File: src/rtl/bfc_pkg.sv
// Package: shared BFloat16 constants and lane helper functions.
// Assumes 16-bit lanes: sign [15], exponent [14:7], fraction [6:0].
package bfc_pkg;
    localparam int          LANE_W  = 16;
    localparam logic [15:0] BF_DNAN = 16'h7FC0;

    // True for any NaN pattern (all-ones exponent, non-zero fraction)
    function automatic logic bf_is_nan(input logic [15:0] v);
        return (v[14:7] == 8'hFF) && (v[6:0] != 7'd0);
    endfunction

    // True for a signalling NaN (quiet bit 6 clear)
    function automatic logic bf_is_snan(input logic [15:0] v);
        return bf_is_nan(v) && !v[6];
    endfunction

    // Strict sign-magnitude less-than; -0 orders below +0
    function automatic logic bf_less(input logic [15:0] a, input logic [15:0] b);
        logic lt;
        if (a[15] != b[15])
            lt = a[15];
        else if (!a[15])
            lt = a[14:0] < b[14:0];
        else
            lt = a[14:0] > b[14:0];
        return lt;
    endfunction
endpackage

File: src/rtl/bfc_numsel.sv
// Module: one number-preferring max or min step on a single lane.
// PICK_MAX selects the variant. A lone quiet NaN yields the other operand;
// two NaNs or any signalling NaN yield the default NaN and raise inv.
module bfc_numsel
    import bfc_pkg::*;
#(
    parameter bit PICK_MAX = 1'b1
) (
    input  logic [LANE_W-1:0] a,
    input  logic [LANE_W-1:0] b,
    output logic [LANE_W-1:0] y,
    output logic              inv
);
    logic a_nan, b_nan, a_lt_b;
    logic [LANE_W-1:0] ordered;

    // classify operands and compare them
    always_comb begin
        a_nan  = bf_is_nan(a);
        b_nan  = bf_is_nan(b);
        a_lt_b = bf_less(a, b);
    end

    generate
        if (PICK_MAX) begin : g_max
            // larger of two numbers
            always_comb ordered = a_lt_b ? b : a;
        end else begin : g_min
            // smaller of two numbers
            always_comb ordered = a_lt_b ? a : b;
        end
    endgenerate

    // apply NaN rules on top of the ordered pick
    always_comb begin
        inv = (a_nan && b_nan) || bf_is_snan(a) || bf_is_snan(b);
        if (inv)        y = BF_DNAN;
        else if (a_nan) y = b;
        else if (b_nan) y = a;
        else            y = ordered;
    end
endmodule

File: src/rtl/bfc_lane.sv
// Module: clamps one lane as min(max(lo, acc), hi).
// Assumes operands are raw BFloat16 patterns; purely combinational.
module bfc_lane
    import bfc_pkg::*;
(
    input  logic [LANE_W-1:0] acc,
    input  logic [LANE_W-1:0] lo,
    input  logic [LANE_W-1:0] hi,
    output logic [LANE_W-1:0] res,
    output logic              inv
);
    logic [LANE_W-1:0] floor_v;
    logic              inv_max, inv_min;

    bfc_numsel #(.PICK_MAX(1'b1)) u_max (
        .a(lo), .b(acc), .y(floor_v), .inv(inv_max)
    );

    bfc_numsel #(.PICK_MAX(1'b0)) u_min (
        .a(floor_v), .b(hi), .y(res), .inv(inv_min)
    );

    // either stage flags the lane invalid
    always_comb inv = inv_max || inv_min;
endmodule

File: src/rtl/bfc_decode.sv
// Module: matches the 32-bit clamp encoding and extracts register indices.
// Assumes a fixed opcode split across [31:21] and [15:10].
module bfc_decode #(
    parameter logic [10:0] OPC_HI  = 11'b01100100001,
    parameter logic [5:0]  OPC_MID = 6'b001001
) (
    input  logic [31:0] word,
    output logic        hit,
    output logic [4:0]  r_dst,
    output logic [4:0]  r_lo,
    output logic [4:0]  r_hi
);
    // compare fixed fields and slice index fields
    always_comb begin
        hit   = (word[31:21] == OPC_HI) && (word[15:10] == OPC_MID);
        r_hi  = word[20:16];
        r_lo  = word[9:5];
        r_dst = word[4:0];
    end
endmodule

File: src/rtl/bfc_clamp_unit.sv
// Module: top of the BFloat16 vector clamp. Instantiates VL/16 lanes and the
// decoder, and registers the result one cycle after an accepted in_valid.
// Assumes VL is a multiple of 16. With CHECK_DECODE=0 every in_valid is accepted.
module bfc_clamp_unit
    import bfc_pkg::*;
#(
    parameter int VL           = 128,
    parameter bit CHECK_DECODE = 1'b1
) (
    input  logic          clk,
    input  logic          rst_n,
    input  logic          in_valid,
    input  logic          feat_en,
    input  logic [31:0]   insn_word,
    input  logic [VL-1:0] acc_vec,
    input  logic [VL-1:0] lo_vec,
    input  logic [VL-1:0] hi_vec,
    output logic          insn_hit,
    output logic [4:0]    idx_dst,
    output logic [4:0]    idx_lo,
    output logic [4:0]    idx_hi,
    output logic          out_valid,
    output logic [VL-1:0] out_vec,
    output logic          out_invalid,
    output logic          out_undef
);
    localparam int LANES = VL / LANE_W;

    logic [VL-1:0]    lane_res;
    logic [LANES-1:0] lane_inv;
    logic             fire, undef_now;

    bfc_decode u_dec (
        .word(insn_word), .hit(insn_hit),
        .r_dst(idx_dst), .r_lo(idx_lo), .r_hi(idx_hi)
    );

    for (genvar e = 0; e < LANES; e++) begin : g_lane
        bfc_lane u_lane (
            .acc(acc_vec[e*LANE_W +: LANE_W]),
            .lo (lo_vec [e*LANE_W +: LANE_W]),
            .hi (hi_vec [e*LANE_W +: LANE_W]),
            .res(lane_res[e*LANE_W +: LANE_W]),
            .inv(lane_inv[e])
        );
    end

    generate
        if (CHECK_DECODE) begin : g_chk
            // accept only a matching word with the feature present
            always_comb begin
                fire      = in_valid && insn_hit && feat_en;
                undef_now = in_valid && insn_hit && !feat_en;
            end
        end else begin : g_nochk
            // accept every presented operation
            always_comb begin
                fire      = in_valid;
                undef_now = 1'b0;
            end
        end
    endgenerate

    // result register: loads on fire, holds otherwise
    always_ff @(posedge clk) begin
        if (!rst_n) begin
            out_valid   <= 1'b0;
            out_invalid <= 1'b0;
            out_undef   <= 1'b0;
            out_vec     <= '0;
        end else begin
            out_valid   <= fire;
            out_invalid <= fire && (|lane_inv);
            out_undef   <= undef_now;
            if (fire)
                out_vec <= lane_res;
        end
    end
endmodule

File: config.mk
export PLATFORM = sky130hd
export DESIGN_NAME = bfc_clamp_unit
export DESIGN_NICKNAME = d
export VERILOG_FILES = /design/src/rtl/bfc_pkg.sv /design/src/rtl/bfc_numsel.sv /design/src/rtl/bfc_lane.sv /design/src/rtl/bfc_decode.sv /design/src/rtl/bfc_clamp_unit.sv
export SDC_FILE = /design/constraint.sdc
export NUM_CORES = 1
export LEC_CHECK = 0
export ABC_AREA = 1
export BUFFER_PORTS_ARGS = -buffer_cell sky130_fd_sc_hd__buf_2
export CORE_AREA = 2 2 223 225
export DETAILED_ROUTE_END_ITERATION = 6
export DIE_AREA = 0 0 225 227
export GPL_TIMING_DRIVEN = 0
export HOLD_SLACK_MARGIN = 0.02
export PLACE_DENSITY = 0.61
export SYNTH_ARGS = -nofsm -noshare
export SYNTH_HDL_FRONTEND = slang
export SYNTH_SLANG_ARGS = --single-unit
export TNS_END_PERCENT = 30
File: constraint.sdc
create_clock -name clk -period 5.7 [get_ports clk]
set_clock_uncertainty 0.1 [all_clocks]
set_input_delay 0.57 -clock clk [delete_from_list [all_inputs] [get_ports clk]]
set_output_delay 0.57 -clock clk [all_outputs]
set_load 0.02 [all_outputs]
==> results.toml <==
[run_status]
outcome = "complete, no violations"

[critical_path]
r2r-end = "out_vec[71]"
crit_fanout = 10
slowest_delay_ps = 530
crit_path_start_kind = "input pin"
critPathSlowestCell = "a2111oi_1"
end_kind = "flop"
r2r_slack_ps = 4710
worstPathArrival_ps = 5510
criticalPathCategory = "in2reg"
required_ps = 5930
rr_worst_depth = 2
critPathLaunch = "acc_vec[114]"
cp_num_buf_inv = 4
critical-path-top-delay-family = "compound AO/OA/AOI/OAI gates"
regToRegStartpoint = "out_vec[71]"

[synth]
synth_top_area_share_pct = 20.1
yosysSeqAreaShare_pct = 16.5
syn-num-nets = 3192
synth_area_leaders = "ha_1, dfxtp_1, nand2_1"
synth_most_common_cell = "nand2_1"
synth_top_flop_cell = "dfxtp_1"
yosys_warnings = 0
ys_top_cells_by_count = "nand2_1, inv_1, ha_1, a21oi_1, o21ai_0"
syn_area_um2 = 15900
synthCells = 2517
synth_area_per_cell_um2 = 6.30
yosys_register_bits = 131
synth_edf_count = 0
yosysUniqueCellTypes = 57
yosysTopAreaCell = "ha_1"
synthArstFlopShare_pct = 0

[timing]
final.setup.tns_ps = 0
finalMaxSlewViolations = 0
setup_slack_ps = 421
worst_slew_pin_slew_ps = 999
slew_headroom_pct = 33.4
fmax_ghz = 0.189
rsz0062_at_grt = "no"
post-route-period-util_pct = 92.6
finalCriticalPeriod_ps = 5280
setup_viol_count_final = 0
hold_viol_final = 0

[clocking]
clk_latency_ps = 450
cts_setup_buffers = 0
numCtsBuffers = 17
cts_buffer_depth = 2
clock_sinks = 131
clkTransAtPathRegs_ps = 70
htreeDepth = 4
cts_root_buffer = "clkbuf_16"
cts_tree = "yes"

[detailed_routing]
viasPerCell = 5.05
route.detailed.drc = 0
first_pass_iters = 5
drt-initial-drc-count = 989
totalWireLength_mm = 64.0
ant_nets = 0
vias = 18892
wl_per_cell_um = 17.1

[final_layout]
drive_above_1_share_pct = 21.6
nNetsFinal = 3761
area_growth_pct = 26.7
layout.cells.non_filler = 3738
final_area_um2 = 20100
n_fill_cell = 5355

[global_routing]
antenna_found_initial = 26
grt_pass1_vias = 17837
grt_pass1_wl_mm = 96.7
grt_max_degree = 17
grt_use_total_pct = 24.2
gr-total-overflow = 0

[placement]
placedCellCount = 3689
place_congestion = 0.940
dp_hpwl_mm = 55.4
dpl-instance-area_um2 = 19400
post-place-ws_ps = -209
port_buffers = 550

[min_path]
hp-start = "feat_en"
whs_endpoint = "out_undef"
hold_depth = 2
min_path_type = "in2reg"

[floorplanning]
die_area_um2 = 51100
fp.dieH_um = 227
start_util_pct = 32.7
core-area_um2 = 48500
die_x_um = 225
pin_count = 567
fp-row-count = 81

[power_and_ir_drop]
p_per_area_nw_per_um2 = 180
irDropWorstVdd_v = 0.000182
leakagePower_uw = 0.0109

[job]
maxCapViolCount = 0
[state kept, by name, indices dropped and copies added (netlist names)]
| signal | count |
|---|---|
| out_valid | 1 |
| out_invalid | 1 |
| out_vec | 128 |
| out_undef | 1 |
[cell usage in the layout, fill, tap and decap left out, types with 15 or more instances in the layout]
cell       instances
nand2_2           17
a21oi_1          242
buf_4             16
o21a_1            23
clkbuf_16         17
nor4_1            46
or2_2             15
o21ai_0          187
nor3_1            23
o21ai_1           31
nand4_1           80
buf_2            561
nand3_1          126
dfxtp_1          131
nand2_1          554
ha_1             255
diode_2           17
nor2_1           106
clkbuf_1          71
o211ai_1          89
inv_1            393
[worst max path at each step]
stage | endpoint | cells after the start
after floorplan | out_vec[112] | 31
after global placement | out_vec[54] | 29
after detailed placement | out_vec[54] | 30
after CTS | out_vec[54] | 30
after global routing | out_vec[54] | 29
final | out_vec[119] | 31
[worst reg2reg max path: stages (launching register included)]
cell,delay (ps)
dfxtp_1,330
o21ai_0,350
a21oi_1,80
[cell type report]
cell class                      instances  area (um^2)  share of cell area (%)
Clock inverter                         15          228                    1.13
Antenna cell                           17         42.5                   0.212
Sequential cell                       131         2620                    13.0
Inverter                              401         1510                    7.50
Tap cell                              622          778                    3.87
Buffer                                103          472                    2.35
Clock buffer                           17          425                    2.12
Multi-Input combinational cell       1882        11300                    56.1
Timing Repair Buffer                  550         2750                    13.7
[through the flow]
step           hold slack (ps)  utilization, %  total power (uW)
3_3_place_gp               349            40.0              2370
5_1_grt                    200            41.4              3920
2_1_floorplan              445               -              1910
4_1_cts                    190            41.3              3650
6_report                   233            41.4              3630
3_5_place_dp               352            40.0              2380
[layer usage]
metal	track usage (%)	share of wire [%]	vias up
li1	-	-	9767
met5	0	0.18	-
met2	41.7	47	561
met1	30.3	43	8461
met4	7.20	2.5	18
met3	5.33	6.6	85
[where the power goes]
part	total [uW]	internal (uW)	switching, uW
sequential	915	915	0.00166
combinational	1460	563	899
clock	1250	780	469
total	3630	2260	1370
[cells by family (layout without fill, tap and decap cells)]
| logic type | Yosys count | count (layout) | synth area share, % |
|---|---|---|---|
| AO/OA/AOI/OAI | 622 | 622 | 22.6 |
| adder cells (fa/ha/maj) | 255 | 255 | 20.1 |
| other | 0 | 17 | 0 |
| multiplexers | 1 | 1 | 0.0631 |
| flip-flops | 131 | 131 | 16.5 |
| AND/OR/NAND/NOR | 1004 | 1004 | 28.3 |
| buffers and inverters | 504 | 1086 | 12.5 |
[timing repair]
| action | 4_1_cts | 5_1_grt |
|---|---|---|
| endpoints found under the setup margin | 0 | 23 |
| hold buffers | 0 | 0 |
| gates resized for setup | 0 | 7 |
No activity file was read; power rests on OpenSTA's default activity.
